**config.mk**
```make
export PLATFORM = sky130hd
export DESIGN_NAME = usb_port_pm
export DESIGN_NICKNAME = d
export VERILOG_FILES = /design/src/rtl/usbp_pkg.sv /design/src/rtl/usbp_suspend_ctl.sv /design/src/rtl/usbp_resume_ctl.sv /design/src/rtl/usbp_overcurrent.sv /design/src/rtl/usb_port_pm.sv
export SDC_FILE = /design/constraint.sdc
export NUM_CORES = 1
export LEC_CHECK = 0
export BUFFER_PORTS_ARGS = -buffer_cell sky130_fd_sc_hd__buf_2
export CAP_MARGIN = 0
export CORE_MARGIN = 10
export CORE_UTILIZATION = 44
export CTS_CLUSTER_SIZE = 24
export DETAILED_ROUTE_END_ITERATION = 8
export PLACE_DENSITY = 0.8
export SLEW_MARGIN = 15
export SYNTH_ARGS = -nofsm -noshare
export SYNTH_HDL_FRONTEND = slang
export SYNTH_SLANG_ARGS = --single-unit
```
**constraint.sdc**
```tcl
create_clock -name clk -period 3.18 [get_ports clk]
set_input_delay 0.159 -clock clk [delete_from_list [all_inputs] [get_ports clk]]
set_output_delay 0.159 -clock clk [all_outputs]
set_load 0.02 [all_outputs]
```
**src/rtl/usbp_pkg.sv**
```systemverilog
// Shared bit positions of the port control word.
// Assumes an 8-bit register; unused bits read as 0.
package usbp_pkg;
    localparam int REG_W    = 8;
    localparam int BIT_EN   = 0;
    localparam int BIT_SUS  = 1;
    localparam int BIT_FR   = 2;
    localparam int BIT_PRST = 3;
    localparam int BIT_OCA  = 4;
    localparam int BIT_OCC  = 5;
    localparam int BIT_TO   = 6;
endpackage

```
**src/rtl/usbp_suspend_ctl.sv**
```systemverilog
// Suspend bit with deferred entry.
// A request made while a transaction runs is held until txn_active drops.
// Assumes reset_rise and resume_done are single-cycle events.
module usbp_suspend_ctl (
    input  logic clk,
    input  logic rst_n,
    input  logic en_q,
    input  logic sus_req,
    input  logic dis_wr,
    input  logic txn_active,
    input  logic reset_rise,
    input  logic resume_done,
    output logic susp_q
);
    logic pend_q;
    logic take;

    // a new request counts only when enabled, idle and not preempted by reset
    assign take = sus_req && en_q && !susp_q && !pend_q && !reset_rise;

    // update suspend and the held request
    always_ff @(posedge clk) begin
        if (!rst_n) begin
            susp_q <= 1'b0;
            pend_q <= 1'b0;
        end else if (reset_rise || resume_done) begin
            susp_q <= 1'b0;
            pend_q <= 1'b0;
        end else if (dis_wr) begin
            pend_q <= 1'b0;
        end else if (pend_q && !txn_active) begin
            susp_q <= 1'b1;
            pend_q <= 1'b0;
        end else if (take) begin
            if (txn_active) pend_q <= 1'b1;
            else            susp_q <= 1'b1;
        end
    end

    // suspend never starts during a transaction
    assert_susp_deferred_R4: assert property (@(posedge clk) disable iff (!rst_n)
        $rose(susp_q) |-> !$past(txn_active));
    // rising port reset leaves the port unsuspended
    assert_reset_clears_R6: assert property (@(posedge clk) disable iff (!rst_n)
        reset_rise |=> !susp_q && !pend_q);
endmodule

```
**src/rtl/usbp_resume_ctl.sv**
```systemverilog
// Force-resume bit, resume-end handshake and timeout.
// Assumes ms_tick is a one-cycle pulse; the timeout fires on the
// TIMEOUT_TICKS-th tick after the resume-end write.
module usbp_resume_ctl #(
    parameter int TIMEOUT_TICKS = 2
) (
    input  logic clk,
    input  logic rst_n,
    input  logic wr_en,
    input  logic fr_wr_bit,
    input  logic susp_q,
    input  logic j_to_k,
    input  logic hs_idle,
    input  logic ms_tick,
    input  logic reset_rise,
    input  logic to_clr,
    output logic fr_q,
    output logic ending_q,
    output logic to_q,
    output logic change_q,
    output logic resume_done
);
    localparam int CNT_W = $clog2(TIMEOUT_TICKS + 1);
    localparam logic [CNT_W-1:0] LAST = CNT_W'(TIMEOUT_TICKS - 1);

    logic [CNT_W-1:0] cnt_q;
    logic hw_wake, sw_set, start_end, tick_out;

    assign hw_wake   = j_to_k && susp_q && !fr_q && !reset_rise;
    assign sw_set    = wr_en && fr_wr_bit && !fr_q && !reset_rise;
    assign start_end = wr_en && !fr_wr_bit && fr_q && !ending_q && !reset_rise;
    assign tick_out  = ending_q && ms_tick && !hs_idle && (cnt_q == LAST);
    assign resume_done = ending_q && (hs_idle || tick_out) && !reset_rise;

    // force-resume and resume-end sequencing
    always_ff @(posedge clk) begin
        if (!rst_n || reset_rise || resume_done) begin
            fr_q     <= 1'b0;
            ending_q <= 1'b0;
            cnt_q    <= '0;
        end else if (hw_wake || sw_set) begin
            fr_q <= 1'b1;
        end else if (start_end) begin
            ending_q <= 1'b1;
            cnt_q    <= '0;
        end else if (ending_q && ms_tick) begin
            cnt_q <= cnt_q + 1'b1;
        end
    end

    // one-cycle change pulse for hardware-detected resume only
    always_ff @(posedge clk) begin
        if (!rst_n) change_q <= 1'b0;
        else        change_q <= hw_wake;
    end

    // sticky timeout flag, set wins over clear
    always_ff @(posedge clk) begin
        if (!rst_n)        to_q <= 1'b0;
        else if (tick_out) to_q <= 1'b1;
        else if (to_clr)   to_q <= 1'b0;
    end

    // change pulse lasts one cycle and comes with force-resume
    assert_change_single_R7: assert property (@(posedge clk) disable iff (!rst_n)
        change_q |-> fr_q ##1 !change_q);
    // resume end only runs while force-resume is held
    assert_ending_holds_fr_R8: assert property (@(posedge clk) disable iff (!rst_n)
        ending_q |-> fr_q);
    // timeout only follows a pending resume end
    assert_timeout_source_R9: assert property (@(posedge clk) disable iff (!rst_n)
        $rose(to_q) |-> $past(ending_q) && !fr_q);
endmodule

```
**src/rtl/usbp_overcurrent.sv**
```systemverilog
// Over-current active mirror and sticky change flag.
// Assumes oc_sense is already synchronous to clk.
module usbp_overcurrent (
    input  logic clk,
    input  logic rst_n,
    input  logic oc_sense,
    input  logic occ_clr,
    output logic oca_q,
    output logic occ_q
);
    // mirror sense and record changes, change wins over clear
    always_ff @(posedge clk) begin
        if (!rst_n) begin
            oca_q <= 1'b0;
            occ_q <= 1'b0;
        end else begin
            oca_q <= oc_sense;
            if (oc_sense != oca_q) occ_q <= 1'b1;
            else if (occ_clr)      occ_q <= 1'b0;
        end
    end

    // every change of the active bit leaves the change flag set
    assert_occ_on_change_R10: assert property (@(posedge clk) disable iff (!rst_n)
        (oc_sense != oca_q) |=> occ_q);
endmodule

```
**src/rtl/usb_port_pm.sv**
```systemverilog
// Port suspend/resume/over-current control word of a USB 2.0 host port.
// Holds enable and port-reset directly, delegates suspend, resume and
// over-current to submodules, and presents the word combinationally.
// Assumes synchronous inputs and a one-cycle write strobe.
module usb_port_pm
    import usbp_pkg::*;
#(
    parameter int TIMEOUT_TICKS = 2
) (
    input  logic             clk,
    input  logic             rst_n,
    input  logic             wr_en,
    input  logic [REG_W-1:0] wr_data,
    input  logic [REG_W-1:0] clr_bits,
    input  logic             txn_active,
    input  logic             j_to_k,
    input  logic             hs_idle,
    input  logic             oc_sense,
    input  logic             ms_tick,
    output logic [REG_W-1:0] rd_data,
    output logic             port_change,
    output logic             drive_resume_k,
    output logic             block_downstream
);
    logic en_q, prst_q, reset_rise;
    logic susp_q, fr_q, ending_q, to_q, change_q, resume_done;
    logic oca_q, occ_q;

    assign reset_rise = wr_en && wr_data[BIT_PRST] && !prst_q;

    // software-owned enable and port-reset bits
    always_ff @(posedge clk) begin
        if (!rst_n) begin
            en_q   <= 1'b0;
            prst_q <= 1'b0;
        end else if (wr_en) begin
            en_q   <= wr_data[BIT_EN];
            prst_q <= wr_data[BIT_PRST];
        end
    end

    usbp_suspend_ctl u_susp (
        .clk         (clk),
        .rst_n       (rst_n),
        .en_q        (en_q),
        .sus_req     (wr_en && wr_data[BIT_SUS]),
        .dis_wr      (wr_en && !wr_data[BIT_EN]),
        .txn_active  (txn_active),
        .reset_rise  (reset_rise),
        .resume_done (resume_done),
        .susp_q      (susp_q)
    );

    usbp_resume_ctl #(.TIMEOUT_TICKS(TIMEOUT_TICKS)) u_res (
        .clk         (clk),
        .rst_n       (rst_n),
        .wr_en       (wr_en),
        .fr_wr_bit   (wr_data[BIT_FR]),
        .susp_q      (susp_q),
        .j_to_k      (j_to_k),
        .hs_idle     (hs_idle),
        .ms_tick     (ms_tick),
        .reset_rise  (reset_rise),
        .to_clr      (wr_en && clr_bits[BIT_TO]),
        .fr_q        (fr_q),
        .ending_q    (ending_q),
        .to_q        (to_q),
        .change_q    (change_q),
        .resume_done (resume_done)
    );

    usbp_overcurrent u_oc (
        .clk     (clk),
        .rst_n   (rst_n),
        .oc_sense(oc_sense),
        .occ_clr (wr_en && clr_bits[BIT_OCC]),
        .oca_q   (oca_q),
        .occ_q   (occ_q)
    );

    // assemble the readable word
    always_comb begin
        rd_data           = '0;
        rd_data[BIT_EN]   = en_q;
        rd_data[BIT_SUS]  = susp_q;
        rd_data[BIT_FR]   = fr_q;
        rd_data[BIT_PRST] = prst_q;
        rd_data[BIT_OCA]  = oca_q;
        rd_data[BIT_OCC]  = occ_q;
        rd_data[BIT_TO]   = to_q;
    end

    assign port_change      = change_q;
    assign drive_resume_k   = fr_q && !ending_q;
    assign block_downstream = susp_q;

    // suspend never appears on a port that was disabled
    assert_no_susp_disabled_R5: assert property (@(posedge clk) disable iff (!rst_n)
        (!en_q && !susp_q) |=> !susp_q);
endmodule

```
[Yosys cells after proc, flatten, opt, wreduce, memory -nomap -nowiden]
Cells that the tools add are included.
Widths: inputs -> output; s select.
Word-level totals
  input port bits: 24
  ROM bits: 0
  memory bits (writable): 0
  logic and storage cells: 80
  latch bits: 0
  register bits: 12
  memories kept: 0
  output and inout bits: 11
Operators by class
  add/subtract/negate cells: 1
  bitwise operators: 3
  shifts and indexed selects: 0
  multipliers: 0
  divide/modulo/power cells: 0
  reductions and logical operators: 53
  multiplexer cells: 9
  magnitude comparators: 0
  eq/ne operators: 3
Operators by type and width (count)
  $logic_and 1x1->1: 27
  $logic_not 1->1: 11
  $reduce_bool 2->1: 4
  $mux 1: 7
  $reduce_and 2->1: 3
  $logic_or 1x1->1: 5
  $mux 2: 2
  $reduce_or 4->1: 1
  $not 1->1: 3
  $reduce_and 3->1: 1
  $add 2x1->2 const B: 1
  $eq 2x1->1 const B: 1
  $ne 2x1->1 const B: 1
  $reduce_or 2->1: 1
  $ne 1x1->1: 1

[Longest topological paths before layout]
Gate-level depths: netlist of run 1.
  depth after elaboration: 8
  gate-level depth with buffers: 6
  mapped depth without buffers: 6

[Cells and area by module]
Synthesis of run 1 repeated with hierarchy kept, for this count alone.
Second synthesis, totals
  cell total of the unflattened synthesis: 69
  area, all modules: 664.4 µm²
By module, submodules not included
  usbp_resume_ctl: instances 1, sequential area each 120.1 µm², area an instance 320.3 µm², cells an instance 32
  usb_port_pm: instances 1, sequential area each 40.0 µm², area an instance 172.7 µm², cells an instance 22
  usbp_suspend_ctl: instances 1, sequential area each 40.0 µm², area an instance 101.3 µm², cells an instance 9
  usbp_overcurrent: instances 1, sequential area each 40.0 µm², area an instance 70.1 µm², cells an instance 6

[Worst setup path after synthesis of run 1]
Ideal clock, no wire load.
  path type: flip-flop to flip-flop
  start point: register u_res.cnt_q[1]
  end point: register u_susp.pend_q
  path slack: 1.967 ns
  period minus slack after synthesis: 1.213 ns
  library setup time: 0.078 ns
  buffers on the path: 0
  required time: 3.102 ns
  arrival: 1.135 ns
  stages on the path, launching flop included: 7
  path through: dfxtp_1 -> inv_1 -> ha_1 -> a21o_1 -> a211oi_1 -> nand2_1 -> nor3_1
Between the ends
  longest elaborated chain between the ends: 7
Ends and longest elaborated chain
  start, declared: line usbp_resume_ctl.sv:26  | logic [CNT_W-1:0] cnt_q;
  start signal, assigned: line usbp_resume_ctl.sv:47  | cnt_q <= cnt_q + 1'b1;
  $eq 2x1->1: line usbp_resume_ctl.sv:32  | assign tick_out = ending_q && ms_tick && !hs_idle && (cnt_q == LAST);
  $logic_and 1x1->1: line usbp_resume_ctl.sv:32
  $logic_or 1x1->1: line usbp_resume_ctl.sv:33  | assign resume_done = ending_q && (hs_idle || tick_out) && !reset_rise;
  $logic_and 1x1->1 (2 in series): line usbp_resume_ctl.sv:33
  $logic_or 1x1->1: line usbp_suspend_ctl.sv:26  | end else if (reset_rise || resume_done) begin
  $reduce_or 4->1 (no source line)
  end signal, assigned: line usbp_suspend_ctl.sv:25  | pend_q <= 1'b0;
  end signal, assigned: line usbp_suspend_ctl.sv:28  | pend_q <= 1'b0;
  end signal, assigned: line usbp_suspend_ctl.sv:30  | pend_q <= 1'b0;
  end, declared: line usbp_suspend_ctl.sv:15  | logic pend_q;
No other way between the ends.
A chain may end at the register's enable or synchronous reset.

[Worst setup path in the final report of run 1]
Ends and elaborated chain as after synthesis.

==> metrics.txt, run 1 <==
net count after synthesis=94; Chip Width=approximately 57 um; RD Place Congestion=just under 0.8; count of nets left with antenna violations after detail routing=0; fill cell count=between 100 and 150; status=completed; post-CTS clock slew at the launch and capture registers of the worst setup and hold paths=0.07 ns; hold slack final=0.1107 ns; Pwr Total=about 0.29 mW; Std-Cell Core Area=roughly 0.0013 mm2; Synth Area per Inst=8.740 um2; share of synthesized area occupied by flip-flops and latches=39.83%; peak supply drop=between 0.2 and 0.25 mV; Routed Wire Length=1.343 mm; Syn-to-layout area delta=13.49%; Setup crit start kind=flop; number of remaining DRC errors=0; Global Route Usage Sum=slightly above 8%; largest net degree at the start of global routing=11; clk buf depth=2; worst clock skew=0.0008313 ns; die height=57.02 um; critical path data required time=3.37 ns; Final Instance Area=684.4 um2; Nets=between 100 and 150; critical path arrival=around 1.5 ns; Gates resized, CTS repair=0; capturing element type of the critical path=flop; path type of the worst setup path=flop to flop; number of placed I/O pins=35; Remaining Overflow, GRT=0; highest achievable clock rate=about 0.74 GHz; via count of the first global-routing pass=roughly 480; synthesized area=about 600 um2; DR WL/cell=13.43 um; H-Tree Level Count=1; setup repair after global routing missed its margin=false; number of buffers inserted by hold repair at cts=0; initial DRC count=11; CTS root buffer=clkbuf_4; total via count in the routed design=between 500 and 600; share of final-layout standard cells stronger than drive strength 1=between 30% and 40%; number of flip-flops and latches in the synthesized netlist=12; std cell rows=13; dominant register cell in the synthesized netlist=dfxtp_1; Max FO, Critical Path=2; Yosys cell types=30; number of iterations in the first detailed-routing pass=4; total cell area at the placement stage=approximately 660 um2; die outline area=0.003251 mm2; post-synthesis async set-or-reset flop share=0%; antenna cell count=0; Syn Inst Count=69; leading cell types by total area after synthesis=dfxtp_1 40%, buf_4 10%, nand2_1 4.4%; class of the worst hold path=input pin to flop; leakage component of the power=0.3215 nW; clock tree from TritonCTS=built; Max Slew Vio Count=0; clock latency on the worst-skew pair=~0.27 ns; count of endpoints failing setup in the final report=0; number of antenna violations at the first check in global routing=0; Post-synth EDFFs=0; most used standard cells in the synthesized netlist=12 x dfxtp_1, 8 x buf_4, 7 x nand2_1; Num CTS Buffers=3; final hold violation count=0; number of warning messages in the yosys log=0; minimum clock period=between 1 and 1.5 ns; area share of the largest cell type after synthesis=39.83%; number of violations of the max-capacitance limit=0; quantity of I/O buffers inserted on ports=23; initial core utilization=a little under half; most common cell in the synthesized netlist=dfxtp_1; accumulated negative setup slack=0 ns; largest area contributor in the synthesized netlist=dfxtp_1; sink count of the clock tree=12; period utilization=between 40% and 50%; wire length of the first global-routing pass=2.083 mm; post-CTS setup buffer count=0; mean number of vias per cell=roughly 5; pwr/cell area=between 400 and 500 mW/mm2
-- path summary, 6_finish.rpt --
path	to	slack (ns)	start	cells after the start
worst max-delay path	u_susp.pend_q	1.84	u_res.cnt_q[1]	6
worst min-delay path	u_oc.oca_q	0.11	rst_n	2
worst max register to register	u_susp.pend_q	1.84	u_res.cnt_q[1]	6
worst min register to register	u_res.to_q	0.45	u_res.to_q	2
-- per-layer routing --
layer | vias up | GRT usage (%) | part of all wire, %
met5 | - | 0 | 0
met2 | 15 | 11.94 | 48
met1 | 230 | 8.511 | 40
met3 | 4 | 4.646 | 9.6
li1 | 261 | - | -
met4 | 0 | 6.040 | 2.1
-- critical path, stage by stage, from the launching register on --
cell and delay, ns:
dfxtp_1 0.32, inv_1 0.04, ha_1 0.18, a21o_1 0.19, a211oi_1 0.30, nand2_1 0.09, nor3_1 0.14
-- cells in the final DEF, fill, tap and decap left out, types with 2 or more instances in the layout --
cell type,instances
nor2b_1,2
mux2i_1,2
inv_1,2
nor2_1,6
nor3_1,2
dfxtp_1,12
a31oi_1,2
o21ai_0,2
nand2_1,7
a21oi_1,4
buf_2,23
clkbuf_4,3
or3_1,2
-- kinds of logic (layout without fill, tap and decap cells) --
logic type	Yosys count	count (layout)	share of synthesized area (%)
AO/OA/AOI/OAI	14	14	15.77
XOR/XNOR	1	1	1.453
adder cells (fa/ha/maj)	1	1	2.074
buffers and inverters	12	28	13.69
flip-flops	12	12	39.83
multiplexers	2	2	3.320
other	1	1	0.6218
AND/OR/NAND/NOR	26	26	23.24
-- power breakdown --
| group | switching [mW] | internal, mW | total (mW) |
|---|---|---|---|
| registers | 0.00360 | 0.155 | 0.158 |
| logic | 0.0257 | 0.0188 | 0.0445 |
| clock network | 0.0472 | 0.0438 | 0.0910 |
-- state kept, by name (all words and copies together) (netlist names) --
register        count
u_res.to_q          1
prst_q              1
u_oc.oca_q          1
u_res.ending_q      1
en_q                1
u_susp.pend_q       1
u_res.change_q      1
u_oc.occ_q          1
u_res.fr_q          1
u_res.cnt_q         2
u_susp.susp_q       1
-- per-stage QoR --
stage / std cells / worst slack [ns] / util [%]
after floorplan: 69 / 1.967 / -
after global placement: 97 / 1.883 / 50.87
after detailed placement: 97 / 1.869 / 50.87
after CTS: 100 / 1.818 / 52.60
after global routing: 100 / 1.716 / 52.60
final: 100 / 1.835 / 52.60
-- area by class of cell --
cell class / instances / area (um2) / share of cell area [%]
Multi-Input combinational cell: 45 / 280.3 / 40.95
Sequential cell: 12 / 240.2 / 35.10
Timing Repair Buffer: 23 / 115.1 / 16.82
Clock buffer: 3 / 22.52 / 3.291
Tap cell: 15 / 18.77 / 2.742
Inverter: 2 / 7.507 / 1.097
Note: power is estimated with default switching activity, not from simulation.
==> run 2: changes to the inputs <==
CORE_UTILIZATION = 37   (was 44)
PLACE_DENSITY = 0.72   (was 0.8)
clock period = 1.2 ns   (was 3.18 ns; I/O delays follow)
==> run 2 against run 1 <==
  * The run now ends with setup timing left
  * Flip-flop and latch count unchanged
  * Global-route usage grew 0.38 points
  * First-iteration DRC count down 9.1%
  * Largest cell class unchanged
  * Clock power grew to 2.7 times the previous value
  * Register-to-register slack worse by 1.9 ns
  * Die area rose by 12%
  * Utilization increased by 0.52 points
  * Highest routed layer unchanged
  * Critical endpoint is now u_res.cnt_q[0]
  * Wire length grew 15%
==> metrics.txt, run 2 (same netlist as run 1, synthesis figures left out) <==
period utilization=104.8%; die height=slightly above 60 um; flip-flop count of the largest register, all copies and words added=2; share of final-layout standard cells stronger than drive strength 1=around 53%; number of remaining DRC errors=0; final worst slack=-0.05803 ns; total cell area at the placement stage=roughly 730 um2; setup repair after global routing missed its margin=true; Routed Wire Length=between 1.5 and 2 mm; sink count of the clock tree=12; violations in the final reports=setup timing; worst reg-to-reg setup slack=-0.06 ns; Num CTS Buffers=3; Max Slew Vio Count=0; class of the worst hold path=input pin to flop; pwr/cell area=between 1000 and 1500 mW/mm2; post-CTS clock slew at the launch and capture registers of the worst setup and hold paths=about 0.070 ns; Pwr Total=between 0.8 and 0.9 mW; count of nets left with antenna violations after detail routing=0; worst clock skew=~0.0028 ns; Std-Cell Core Area=around 0.0015 mm2; Global Route Usage Sum=under 10%; hold slack final=approximately 0.0055 ns; FF-to-FF Start=prst_q; power share of the sequential group=a little over 50%; clock tree from TritonCTS=built; number of stages on the worst hold path=2; combined area of the multi-input logic cells=336.6 um2; critical path data required time=1.41 ns; die outline area=roughly 0.0036 mm2; sequential cell area in the final layout=around 250 um2; mean number of vias per cell=5.073; switching share of power=between 20% and 30%; internal portion of total power=roughly 0.6 mW; terminus of the critical flop-to-flop path=u_res.cnt_q[0]; initial DRC count=10; Max FO, Critical Path=5; RD Place Congestion=roughly 0.74; path type of the worst setup path=flop to flop; count of endpoints failing setup in the final report=5; Remaining Overflow, GRT=0; number of antenna violations at the first check in global routing=0; post-CTS setup buffer count=0; most frequent cells in the layout=22 x buf_2, 9 x buf_4, 8 x dfxtp_1; Chip Width=a little over 60 um; clock latency on the worst-skew pair=0.27 ns; Setup crit start kind=flop; total via count in the routed design=approximately 550; wire length of the first global-routing pass=between 2 and 2.5 mm; status=finished with violations; minimum clock period=~1.3 ns; largest net degree at the start of global routing=8; antenna cell count=0; initial core utilization=just under 40%; total placed cells including tap cells=~110; std cell rows=14; WHS Endpoint=u_oc.oca_q; critical path arrival=between 1 and 1.5 ns; number of iterations in the first detailed-routing pass=4; via count of the first global-routing pass=around 540; DR WL/cell=14.16 um; worst reg2reg path depth=4; number of placed I/O pins=35; number of buffers inserted by hold repair at cts=0; leakage component of the power=~0.37 nW; peak supply drop=~0.83 mV; Psw=about 0.22 mW; most common library cell in the layout ignoring fill and taps=buf_2; Syn-to-layout area delta=34.23%; combinational fraction of design power=about a fifth; register with the most flip-flops=u_res.cnt_q; Final Instance Area=between 800 and 900 um2; number of violations of the max-capacitance limit=0; CTS root buffer=clkbuf_4; share of total power in the clock network=30.2%; highest achievable clock rate=0.7949 GHz; capturing element type of the critical path=flop; final instance count without filler cells=~110; Nets=120; quantity of I/O buffers inserted on ports=23; H-Tree Level Count=1; final hold violation count=0; Worst Hold Launch=rst_n; fill cell count=between 100 and 150; clk buf depth=2
-- run 2: what timing repair did --
action | in CTS | in global routing
pin swaps | 5 | 3
gates resized for setup | 6 | 9
endpoints found under the hold margin | 0 | 0
setup endpoints to repair | 6 | 7
-- run 2: worst max-delay path, stage by stage, from the launching register on --
cell      delay (ns)
dfxtp_2         0.32
and3b_4         0.30
a211oi_4        0.05
or3_1           0.39
a21oi_2         0.14
-- run 2: through the flow --
stage               setup WS (ns)  utilization, %  TNS (ns)
floorplan                0.006843               -         0
global placement         -0.07613           47.78   -0.2680
detailed placement        -0.1187           47.78   -0.4273
CTS                      -0.04042           50.90  -0.05447
global route             -0.09429           53.12   -0.3156
finish                   -0.05803           53.12   -0.1419
-- run 2: area by class of cell --
type                       count  area share, %
timing repair buffer          31          21.95
sequential                    12          30.29
tap                           16          2.473
inverter                       2         0.9274
clock buffer                   3          2.782
multi-input combinational     45          41.58
-- run 2: worst max-delay path by stage --
stage	slack [ns]	cells past startpoint	end	from
6_report	-0.06	4	u_res.cnt_q[0]	prst_q
2_1_floorplan	0.007	4	u_res.cnt_q[0]	prst_q
4_1_cts	-0.04	4	u_res.cnt_q[0]	prst_q
5_1_grt	-0.09	4	u_res.cnt_q[0]	prst_q
3_3_place_gp	-0.08	5	u_res.cnt_q[1]	u_res.cnt_q[1]
3_5_place_dp	-0.12	5	u_res.cnt_q[0]	u_res.cnt_q[1]
-- run 2: power by group through the flow --
| stage | registers, mW | clock network [mW] | logic (mW) |
|---|---|---|---|
| 2_1_floorplan | 0.427 | 0 | 0.0938 |
| 3_3_place_gp | 0.426 | 0 | 0.136 |
| 3_5_place_dp | 0.427 | 0 | 0.139 |
| 4_1_cts | 0.418 | 0.252 | 0.144 |
| 5_1_grt | 0.421 | 0.264 | 0.168 |
| 6_report | 0.419 | 0.249 | 0.154 |
-- run 2: metal layers --
metal / GRT usage, % / vias to the layer above / wire, um
met4: 6.731 / 0 / 36
met3: 2.296 / 4 / 85
met5: 0 / - / 0
li1: - / 280 / -
met2: 15.00 / 14 / 827
met1: 8.244 / 255 / 594
==> run 3: changes to the inputs <==
CORE_UTILIZATION = 39   (was 37)
CTS_BUF_LIST = sky130_fd_sc_hd__clkbuf_4 sky130_fd_sc_hd__clkbuf_8   (was not set)
PLACE_DENSITY = 0.75   (was 0.72)
==> run 3 against run 2 <==
  * The flow still finishes with violations (setup timing)
  * Via count is 1.3% lower
  * First-iteration DRC count is 100% lower
  * Combinational power is 6% lower
  * Utilization is 1.8 points higher
  * Design area is 1.1% higher
  * Hold slack better by 0.0088 ns
  * Die area is 3.4% lower
  * Power is 7.3% higher
  * Sequential share of layout area is 0.63 points lower
==> metrics.txt, run 3 (same netlist as run 1, synthesis figures left out) <==
status=finished with violations; violations in the final reports=setup timing; count of endpoints failing setup in the final report=2; number of violations of the max-capacitance limit=0; minimum clock period=roughly 1.2 ns; Global Route Usage Sum=a little under 8%; number of placed I/O pins=35; leakage component of the power=approximately 0.38 nW; total via count in the routed design=between 500 and 600; register with the most flip-flops=u_res.cnt_q; worst clock skew=roughly 0.0013 ns; number of remaining DRC errors=0; number of iterations in the first detailed-routing pass=1; share of final-layout standard cells stronger than drive strength 1=around half; Max FO, Critical Path=5; most frequent cells in the layout=23 x buf_2, 10 x dfxtp_1, 9 x buf_4; worst slack at placement=-0.1033 ns; capturing element type of the critical path=flop; most common library cell in the layout ignoring fill and taps=buf_2; quantity of I/O buffers inserted on ports=23; class of the worst hold path=input pin to flop; Pwr Total=about 0.88 mW; die outline area=roughly 0.0035 mm2; highest achievable clock rate=a little over 0.8 GHz; via count of the first global-routing pass=~540; max incr delay on CP=between 0.3 and 0.4 ns; Syn-to-layout area delta=35.68%; Worst Hold Launch=rst_n; HPWL after detailed placement=~1.1 mm; count of nets left with antenna violations after detail routing=0; antenna cell count=0; largest net degree at the start of global routing=8; initial core utilization=40.50%; path type of the worst setup path=flop to flop; die height=59.33 um; period utilization=102.4%; sink count of the clock tree=12; Nets=about 120; wire length of the first global-routing pass=roughly 2.2 mm; cell with the largest stage delay on the worst path=or3_1; setup repair after global routing missed its margin=true; Setup crit start kind=flop; critical path arrival=1.42 ns; source of the critical timing path=prst_q; mean number of vias per cell=4.919; cell breakdown of the critical path=and3b_4 > a211oi_4 > or3_1 > a21oi_1; initial DRC count=0; RD Place Congestion=slightly above 0.7; critical path data required time=between 1 and 1.5 ns; FF-to-FF Start=prst_q; Remaining Overflow, GRT=0; flip-flop count of the largest register, all copies and words added=2; post-CTS clock slew at the launch and capture registers of the worst setup and hold paths=0.08 ns; number of buffers inserted by hold repair at cts=0; pwr/cell area=about 1100 mW/mm2; final worst slack=-0.02822 ns; post-layout utilization of the core=a little over half; clock tree from TritonCTS=built; final hold violation count=0; Num CTS Buffers=3; number of antenna violations at the first check in global routing=0; Max Slew Vio Count=0; clk buf depth=2; Routed Wire Length=1.461 mm; Chip Width=around 59 um; std cell rows=14; Std-Cell Core Area=around 0.0015 mm2; peak supply drop=~0.74 mV; DR WL/cell=13.16 um; CTS root buffer=clkbuf_4; clock latency on the worst-skew pair=0.27 ns; H-Tree Level Count=1
==> run 3: report_power, final <==
part           internal (mW)  total [mW]  switching (mW)
registers              0.410       0.419         0.00869
logic                 0.0661       0.144          0.0777
clock network          0.184       0.319           0.135
==> run 3: path summary, 6_finish.rpt <==
path | end | slack (ns) | cells after the start
worst max-delay path | u_res.cnt_q[1] | -0.03 | 4
worst min-delay path | u_oc.oca_q | 0.01 | 2
worst max register to register | u_res.cnt_q[1] | -0.03 | 4
worst min register to register | u_res.to_q | 0.46 | 2
==> run 3: layer usage <==
layer / vias to the layer above / GRT usage [%] / routed length (um)
met2: 13 / 13.67 / 753
li1: 281 / - / -
met1: 250 / 7.403 / 558
met3: 2 / 4.292 / 135
met4: 0 / 3.934 / 12
met5: - / 0 / 0
==> run 3: final cells by class <==
| class | count | area [um2] |
|---|---|---|
| tap | 16 | 20.02 |
| timing repair buffer | 32 | 182.7 |
| inverter | 2 | 7.507 |
| fill | 134 | 670.6 |
| clock buffer | 4 | 36.28 |
| multi-input combinational | 45 | 329.1 |
| sequential | 12 | 242.7 |
==> run 3: what timing repair did <==
action | CTS | global route
setup buffers | 1 | 2
resized for setup | 4 | 6
setup endpoints to repair | 6 | 6
endpoints found under the hold margin | 0 | 0
pin swaps | 7 | 6
==> run 3: critical path: cells and delay by family (launching register included) <==
kind | cells | cell delay [ns]
AOI/OAI and AO/OA | 2 | 0.18
DFF | 1 | 0.32
and+or+nand+nor | 2 | 0.66
==> run 3: through the flow <==
step,hold WS [ns],setup TNS [ns],std cells,instance area (um2)
2_1_floorplan,0.1783,0,69,608.1
3_3_place_gp,0.2837,-0.2547,104,713.2
3_5_place_dp,0.2898,-0.4276,104,713.2
4_1_cts,0.009107,-0.03798,109,770.7
5_1_grt,0.02541,-0.1656,111,818.3
6_report,0.01425,-0.05011,111,818.3
